**src/rtl/gpio_irq_pkg.sv**
```systemverilog
package gpio_irq_pkg;

    // Per-pin flag machine
    typedef enum logic {
        PIN_QUIET   = 1'b0,
        PIN_PENDING = 1'b1
    } pin_state_t;

    // Bank output machine
    typedef enum logic {
        OUT_IDLE   = 1'b0,
        OUT_RAISED = 1'b1
    } out_state_t;

    // Sensitivity chosen by {trigger, direction}
    typedef enum logic [1:0] {
        SENSE_LOW  = 2'b00,
        SENSE_HIGH = 2'b01,
        SENSE_FALL = 2'b10,
        SENSE_RISE = 2'b11
    } sense_t;

    function automatic sense_t decode_sense(input logic trig, input logic dir);
        sense_t s;
        unique case ({trig, dir})
            2'b00:   s = SENSE_LOW;
            2'b01:   s = SENSE_HIGH;
            2'b10:   s = SENSE_FALL;
            default: s = SENSE_RISE;
        endcase
        return s;
    endfunction

endpackage

```
**src/rtl/gpio_irq_pin_cell.sv**
```systemverilog
module gpio_irq_pin_cell
    import gpio_irq_pkg::*;
(
    input  logic clk,
    input  logic rst_n,
    input  logic lvl,
    input  logic func,
    input  logic sel,
    input  logic dir,
    input  logic trig,
    input  logic clr_hit,
    output logic flag
);

    pin_state_t st_q, st_d;
    logic       prev_q;
    logic       armed;
    logic       hit;
    logic       evt;
    sense_t     sense;

    assign armed = ~func & sel;
    assign sense = decode_sense(trig, dir);

    // Condition detector
    always_comb begin
        unique case (sense)
            SENSE_RISE: hit = lvl & ~prev_q;
            SENSE_FALL: hit = ~lvl & prev_q;
            SENSE_HIGH: hit = lvl;
            SENSE_LOW:  hit = ~lvl;
            default:    hit = 1'b0;
        endcase
    end

    assign evt = armed & hit;

    // Next-state logic
    always_comb begin
        st_d = st_q;
        unique case (st_q)
            PIN_QUIET:   if (evt) st_d = PIN_PENDING;
            PIN_PENDING: if (clr_hit && !evt) st_d = PIN_QUIET;
            default:     st_d = PIN_QUIET;
        endcase
    end

    // State register; history tracks the level in reset too
    always_ff @(posedge clk) begin
        if (!rst_n) begin
            st_q   <= PIN_QUIET;
            prev_q <= lvl;
        end else begin
            st_q   <= st_d;
            prev_q <= lvl;
        end
    end

    // Output process
    always_comb begin
        flag = (st_q == PIN_PENDING);
    end

    assert_mode_gate_R1: assert property (@(posedge clk) disable iff (!rst_n)
        (!flag && (func || !sel)) |=> !flag);

    assert_rise_sets_R2: assert property (@(posedge clk) disable iff (!rst_n)
        (!func && sel && trig && dir && lvl && !$past(lvl)) |=> flag);

    assert_fall_sets_R3: assert property (@(posedge clk) disable iff (!rst_n)
        (!func && sel && trig && !dir && !lvl && $past(lvl)) |=> flag);

    assert_edge_sticky_R6: assert property (@(posedge clk) disable iff (!rst_n)
        (flag && !clr_hit) |=> flag);

    assert_event_beats_clear_R8: assert property (@(posedge clk) disable iff (!rst_n)
        (armed && hit && clr_hit) |=> flag);

endmodule

```
**src/rtl/gpio_irq_prio.sv**
```systemverilog
module gpio_irq_prio #(
    parameter int NPINS = 32,
    localparam int IDXW = (NPINS > 1) ? $clog2(NPINS) : 1
) (
    input  logic [NPINS-1:0] vec,
    output logic             any,
    output logic [IDXW-1:0]  idx
);

    // Ascending scan: the last set bit seen is the highest one
    always_comb begin
        any = 1'b0;
        idx = '0;
        for (int i = 0; i < NPINS; i++) begin
            if (vec[i]) begin
                any = 1'b1;
                idx = IDXW'(i);
            end
        end
    end

endmodule

```
**src/rtl/gpio_irq_out.sv**
```systemverilog
module gpio_irq_out
    import gpio_irq_pkg::*;
#(
    parameter int IDXW = 5
) (
    input  logic            clk,
    input  logic            rst_n,
    input  logic            any,
    input  logic [IDXW-1:0] idx_in,
    output logic            irq,
    output logic            vld,
    output logic [IDXW-1:0] idx
);

    out_state_t      st_q, st_d;
    logic [IDXW-1:0] idx_q;

    always_comb begin
        st_d = st_q;
        unique case (st_q)
            OUT_IDLE:   if (any)  st_d = OUT_RAISED;
            OUT_RAISED: if (!any) st_d = OUT_IDLE;
            default:    st_d = OUT_IDLE;
        endcase
    end

    always_ff @(posedge clk) begin
        if (!rst_n) begin
            st_q  <= OUT_IDLE;
            idx_q <= '0;
        end else begin
            st_q  <= st_d;
            idx_q <= any ? idx_in : '0;
        end
    end

    always_comb begin
        irq = (st_q == OUT_RAISED);
        vld = (st_q == OUT_RAISED);
        idx = idx_q;
    end

    assert_irq_rises_R10: assert property (@(posedge clk) disable iff (!rst_n)
        any |=> irq);

    assert_irq_drops_R10: assert property (@(posedge clk) disable iff (!rst_n)
        !any |=> (!irq && idx == '0));

endmodule

```
**src/rtl/gpio_irq_unit.sv**
```systemverilog
module gpio_irq_unit #(
    parameter int NPINS = 32,
    localparam int IDXW = (NPINS > 1) ? $clog2(NPINS) : 1
) (
    input  logic             clk,
    input  logic             rst_n,
    input  logic [NPINS-1:0] pin_lvl,
    input  logic [NPINS-1:0] func_bit,
    input  logic [NPINS-1:0] sel_bit,
    input  logic [NPINS-1:0] dir_bit,
    input  logic [NPINS-1:0] trig_bit,
    input  logic [NPINS-1:0] mask_bit,
    input  logic             clr_stb,
    input  logic [NPINS-1:0] clr_bits,
    output logic [NPINS-1:0] flags,
    output logic             irq,
    output logic [IDXW-1:0]  pend_idx,
    output logic             pend_vld
);

    logic [NPINS-1:0] flag_w;
    logic [NPINS-1:0] clr_hit;
    logic [NPINS-1:0] pend_vec;
    logic             pend_any;
    logic [IDXW-1:0]  pend_top;

    assign clr_hit  = {NPINS{clr_stb}} & clr_bits;
    assign pend_vec = flag_w & ~mask_bit;
    assign flags    = flag_w;

    for (genvar g = 0; g < NPINS; g++) begin : g_pin
        gpio_irq_pin_cell u_cell (
            .clk     (clk),
            .rst_n   (rst_n),
            .lvl     (pin_lvl[g]),
            .func    (func_bit[g]),
            .sel     (sel_bit[g]),
            .dir     (dir_bit[g]),
            .trig    (trig_bit[g]),
            .clr_hit (clr_hit[g]),
            .flag    (flag_w[g])
        );
    end

    gpio_irq_prio #(.NPINS(NPINS)) u_prio (
        .vec (pend_vec),
        .any (pend_any),
        .idx (pend_top)
    );

    gpio_irq_out #(.IDXW(IDXW)) u_out (
        .clk    (clk),
        .rst_n  (rst_n),
        .any    (pend_any),
        .idx_in (pend_top),
        .irq    (irq),
        .vld    (pend_vld),
        .idx    (pend_idx)
    );

    assert_top_index_R11: assert property (@(posedge clk) disable iff (!rst_n)
        pend_vld |-> (($past(pend_vec) >> pend_idx) == NPINS'(1)));

    assert_clear_takes_R7: assert property (@(posedge clk) disable iff (!rst_n)
        (clr_stb && (flag_w & clr_bits) != '0 && (pin_lvl == $past(pin_lvl))
         && ((trig_bit & clr_bits) == clr_bits))
        |=> ((flag_w & $past(clr_bits)) == '0));

    assert_reset_quiet_R12: assert property (@(posedge clk)
        !rst_n |=> (!rst_n || (flags == '0 && !irq)));

endmodule

```
**config.mk**
```make
export PLATFORM = sky130hd
export DESIGN_NAME = gpio_irq_unit
export DESIGN_NICKNAME = d
export VERILOG_FILES = /design/src/rtl/gpio_irq_pkg.sv /design/src/rtl/gpio_irq_pin_cell.sv /design/src/rtl/gpio_irq_prio.sv /design/src/rtl/gpio_irq_out.sv /design/src/rtl/gpio_irq_unit.sv
export SDC_FILE = /design/constraint.sdc
export NUM_CORES = 1
export LEC_CHECK = 0
export ABC_CLOCK_PERIOD_IN_PS = 2500
export CORE_MARGIN = 2
export CORE_UTILIZATION = 35
export DETAILED_ROUTE_END_ITERATION = 8
export GPL_ROUTABILITY_DRIVEN = 0
export GPL_TIMING_DRIVEN = 0
export PLACE_DENSITY_LB_ADDON = 0.15
export SLEW_MARGIN = 20
export SYNTH_ARGS = -nofsm -noshare
export SYNTH_HDL_FRONTEND = slang
export SYNTH_HIERARCHICAL = 1
export SYNTH_SLANG_ARGS = --single-unit
```
**constraint.sdc**
```tcl
create_clock -name clk -period 2.5 [get_ports clk]
set_input_delay 0.625 -clock clk [delete_from_list [all_inputs] [get_ports clk]]
set_output_delay 0.625 -clock clk [all_outputs]
set_load 0.02 [all_outputs]
```
; ---- Word-level counts from Yosys, hierarchy flattened
; Index checks and enable logic that the tools add are counted.
[classes]
n_eq_ne = 160
mux = 224
n_bitwise = 259
reduce_logical = 129
[op_table]
columns = operator, count
row1 = equality test 2 bit (second input constant), 96
row2 = case mux 2 bit (3 select lines), 32
row3 = bitwise AND 1 bit, 128
row4 = equality test 2 x 1 -> 1 bit (second input constant), 64
row5 = zero test 2 bit, 64
row6 = inverter 1 bit, 128
row7 = case mux 1 bit (4 select lines), 32
row8 = two-way mux 1 bit, 98
row9 = two-way mux 5 bit, 16
row10 = bitwise AND 32 bit, 2
row11 = case mux 1 bit (2 select lines), 32
row12 = logical AND 1 bit, 32
row13 = zero test 1 bit, 32
row14 = two-way mux 4 bit, 8
row15 = inverter 32 bit, 1
row16 = two-way mux 3 bit, 4
row17 = two-way mux 2 bit, 2
row18 = AND reduction 2 bit, 1
[word_totals]
register_bits = 70
inputBits = 227
output_inout_bits = 39
elab_cells = 838

; ---- Longest topological paths before layout
[depth]
word_depth = 35
depth_mapped = 7

; ---- Hierarchy
; The synthesis kept the hierarchy.
[modules_own_cells]
columns = module, n_inst, cells_per_inst, area_each_um2, seq_area_each_um2
row1 = gpio_irq_pin_cell at g_pin[0].u_cell ..., 28, 9, 85.1, 40.0
row2 = gpio_irq_unit, 1, 67, 455.4, 0.0
row3 = gpio_irq_prio, 1, 62, 357.8, 0.0
row4 = gpio_irq_pin_cell at g_pin[6].u_cell ..., 4, 8, 86.3, 40.0
row5 = gpio_irq_out, 1, 13, 166.4, 120.1

; ---- Worst setup path after synthesis
; No wires, ideal clock.
[synth_path]
path_type = input to register
from = in mask_bit[24]
to = reg u_out.st_q (netlist: u_out/irq)
t_arrival_ns = 1.976
slack_ns = 0.408
cell_stages = 6
cell_sequence = nor2b_1 -> nor4_2 -> and3_1 -> nand3_2 -> or4_1 -> and2_2
[synth_between]
elab_chain_len = 11
[synth_lines]
columns = element, line_no
row1 = "start, declared", gpio_irq_unit.sv:12  ; input logic [NPINS-1:0] mask_bit,
row2 = inverter 32 bit, gpio_irq_unit.sv:28  ; assign pend_vec = flag_w & ~mask_bit;
row3 = bitwise AND 32 bit, gpio_irq_unit.sv:28
row4 = two-way mux 1 bit (8 in a row), gpio_irq_prio.sv:15  ; if (vec[i]) begin
row5 = named net pend_any, gpio_irq_unit.sv:24  ; logic pend_any;
row6 = two-way mux 1 bit, "gpio_irq_out.sv:21, gpio_irq_out.sv:22"
row7 = "end signal, assigned", gpio_irq_out.sv:32  ; st_q <= st_d;
row8 = "end, declared", gpio_irq_out.sv:15  ; out_state_t st_q, st_d;
; The timed path passes the listed nets, and every way through them passes these cells.
; A chain may end at the register's enable or synchronous reset.

; ---- Worst setup path after layout
[layout_path]
from = in mask_bit[24]
to = reg u_out.st_q (netlist: u_out/irq)
[layout_between]
elab_chain_len = 11
[layout_lines]
columns = element, line_no
row1 = inverter 32 bit, gpio_irq_unit.sv:28
row2 = bitwise AND 32 bit, gpio_irq_unit.sv:28
row3 = named net pend_vec[24], gpio_irq_unit.sv:23  ; logic [NPINS-1:0] pend_vec;
row4 = two-way mux 1 bit (8 in a row), gpio_irq_prio.sv:15
row5 = named net pend_any, gpio_irq_unit.sv:24
row6 = two-way mux 1 bit, "gpio_irq_out.sv:21, gpio_irq_out.sv:22"
; The timed path passes the listed nets, and every way through them passes these cells.

==> run_results.csv <==
group,metric,value,unit
sta,rsz0062_at_grt,"false",
global_routing,grt_max_degree,71,
logic_synthesis,synthCells,426,
final_layout,area_growth,82.0,%
global_routing,overflow,0,
route,vias,4186,
clock_tree,cts_tree,"yes",
sta,skew,16.6,ps
place,portBuffers,265,
place,dp.cells,827,
logic_synthesis,synth-edff-count,0,
logic_synthesis,synth_cell_types,35,
route,drt_iter0_drc,138,
logic_synthesis,yosysSeqAreaShare,0.378,
pwr,p_int,0.00230,W
sta,worst_pin_slew,762,ps
die,die-width,107,um
logic_synthesis,synth_seq_cells,70,
global_routing,grt_busiest_layer,"met2",
min_path,min_path_type,"register to register",
die,core,0.0103,mm^2
clock_tree,cts_buffers,9,
logic_synthesis,synth_ff_type,"dfxtp_1",
setup_path,path_max_fanout,6,
sta,finalMaxSlewViolations,0,
route,drt.antenna.violating_nets,0,
die,die-area,0.0114,mm^2
pwr,sw_frac_of_total,0.247,
logic_synthesis,yosys_warnings,6,
sta,setup_ws,91.4,ps
logic_synthesis,synth_top_area_frac,0.378,
setup_path,startpoint_type,"primary input",
final_layout,finalCoreUtilization,0.653,
sta,fin_crit_sh,0.963,
die,io_pins,266,
clock_tree,hold_buffers,0,
run_status,status,"complete, no violations",
final_layout,stdcell_count,843,
logic_synthesis,yosysMostFrequentCell,"dfxtp_1",
global_routing,antenna_found_initial,0,
pwr,max-vdd-ir-drop,0.368,mV
die,initial_core_util,0.359,
global_routing,grt_pass1_wl,19.5,mm
setup_path,crit_required,2720,ps
route,routedWlPerCell,15.2,um
setup_path,critPathCaptureType,"register",
global_routing,grtUsageMet2,0.405,
logic_synthesis,synthArstFlopShare,0,
logic_synthesis,yosysTopAreaCell,"dfxtp_1",
sta,hold_viol,0,
setup_path,worst-setup-path-type,"primary input to register",
pwr,p_comb_frac,0.269,
die,rows,37,
clock_tree,clockRootBuffer,"clkbuf_8",
route,drtPass1Iterations,5,
route,postRouteWirelength,12.8,mm
job,cap_violations,0,
global_routing,met1_usage,0.222,
route,routed_via_density,4.97,
clock_tree,clk_pin_slew,80,ps
clock_tree,cts_htree_levels,3,
sta,timing.final.crit_period,2410,ps
pwr,switchingPower,0.000756,W
sta,setup_viol,0,
clock_tree,clk_latency,340,ps
global_routing,use_met3,0.0736,
logic_synthesis,yosys-top-cells-count,"70 x dfxtp_1, 60 x nand3b_1, 42 x nor2_1, 33 x and2_2, 32 x nor2b_1",
final_layout,drive_above_1_share,0.0863,
final_layout,finish.net_count,929,
logic_synthesis,syn_area,0.00371,mm^2
place,dp_slack,-293,ps
global_routing,grt_pass1_vias,4273,
final_layout,antenna_cells,0,
logic_synthesis,syn_area_per_cell,8.70,um^2
pwr,cellPowerDensity,453,mW/mm^2
pwr,leakagePower,2.50,nW
place,hpwl,10.5,mm
pwr,pwr-share-seq,0.397,
final_layout,fill_cells,870,
setup_path,cp.arrival,2630,ps
die,die_y,107,um
setup_path,regToRegSetupSlack,410,ps
logic_synthesis,synthTopCellsByArea,"dfxtp_1 38%, nand3b_1 12%, and2_2 6.7%",
clock_tree,clock_path_buffers,2,
clock_tree,clock_sinks,70,
pwr,pwr-share-clk,0.335,
logic_synthesis,synth_nets,653,
sta,slew-limit-headroom,0.492,
route,drc,0,
pwr,p_total,0.00306,W
global_routing,track_usage,0.216,
sta,finalSetupTns,0,ps
sta,max_freq,415,MHz
[worst max-delay path, stage by stage]
cell and delay [ps]:
clkdlybuf4s50_1 450, nor2b_1 80, nor4_2 360, and3_1 290
nand3_2 90, or4_4 540, and2_2 190
[sequential cells by signal, indices dropped and copies added, names as in the netlist]
signal,cells
g_pin.u_cell/flag,32
u_out/idx,5
u_out/irq,1
g_pin.u_cell/prev_q,32
[cell usage in the layout, fill, tap and decap left out, types with 2 or more instances in the layout]
| cell | instances |
|---|---|
| nand2_1 | 7 |
| nor4_1 | 3 |
| clkbuf_8 | 10 |
| clkdlybuf4s50_1 | 264 |
| nor4_2 | 3 |
| buf_4 | 2 |
| and3_1 | 6 |
| o21ai_2 | 4 |
| a22oi_1 | 28 |
| bufinv_16 | 2 |
| a21boi_1 | 29 |
| clkbuf_1 | 2 |
| dfxtp_1 | 70 |
| inv_1 | 6 |
| nor2_1 | 42 |
| xor2_1 | 4 |
| a221o_1 | 2 |
| clkinv_2 | 2 |
| o21ai_0 | 2 |
| a211o_1 | 4 |
| a21oi_1 | 6 |
| nand3b_1 | 60 |
| or4_1 | 2 |
| and2_2 | 33 |
| xnor2_1 | 4 |
| nor2b_1 | 32 |
| clkbuf_2 | 3 |
| nor3_1 | 5 |
| nand2b_1 | 29 |
| o21ai_1 | 30 |
[metal layers]
metal	vias up	part of all wire
met5	-	0
met4	0	0.021
met3	20	0.088
met2	174	0.51
met1	1908	0.38
li1	2084	-
[path summary, 6_finish.rpt]
kind,startpoint,endpoint,depth (start not counted)
hold / removal,g_pin[7].u_cell/flag$_SDFF_PN0_,g_pin[7].u_cell/flag$_SDFF_PN0_,2
setup / recovery,mask_bit[24],u_out/irq$_SDFF_PN0_,7
hold reg to reg,g_pin[7].u_cell/flag$_SDFF_PN0_,g_pin[7].u_cell/flag$_SDFF_PN0_,2
setup reg to reg,g_pin[24].u_cell/flag$_SDFF_PN0_,u_out/irq$_SDFF_PN0_,6
[kinds of logic after synthesis]
logic type,share of synthesized area
xor+xnor,0.0189
flops,0.378
simple gates,0.385
compound gates,0.206
buf+inv,0.0121
[through the flow]
step	hold slack (ps)	cell area, um^2
6_report	484	6750
5_1_grt	506	6750
4_1_cts	487	6740
3_5_place_dp	473	6530
3_3_place_gp	463	6530
2_1_floorplan	545	3710
[area by class of cell]
type / count / area (um^2) / area share
multi-input cells: 346 / 2260 / 0.336
inverters: 6 / 22.5 / 0.00334
repair buffers: 265 / 2650 / 0.393
clock inverters: 4 / 70.1 / 0.0104
flip-flops and latches: 70 / 1400 / 0.208
plain buffers: 4 / 22.5 / 0.00334
clock buffers: 12 / 145 / 0.0215
well taps: 136 / 170 / 0.0252
[timing repair]
action / 4_1_cts / 5_1_grt
setup buffers: 0 / 0
gates resized for setup: 0 / 1
setup endpoints to repair: 0 / 1
[power by group through the flow]
stage	logic [W]	registers [W]	clock network, W
final	0.000823	0.00121	0.00102
after detailed placement	0.000818	0.00124	0
after CTS	0.000821	0.00121	0.00105
after global routing	0.000883	0.00122	0.00111
after global placement	0.000800	0.00124	0
after floorplan	0.000243	0.00128	0
(Power assumes the default switching activity.)
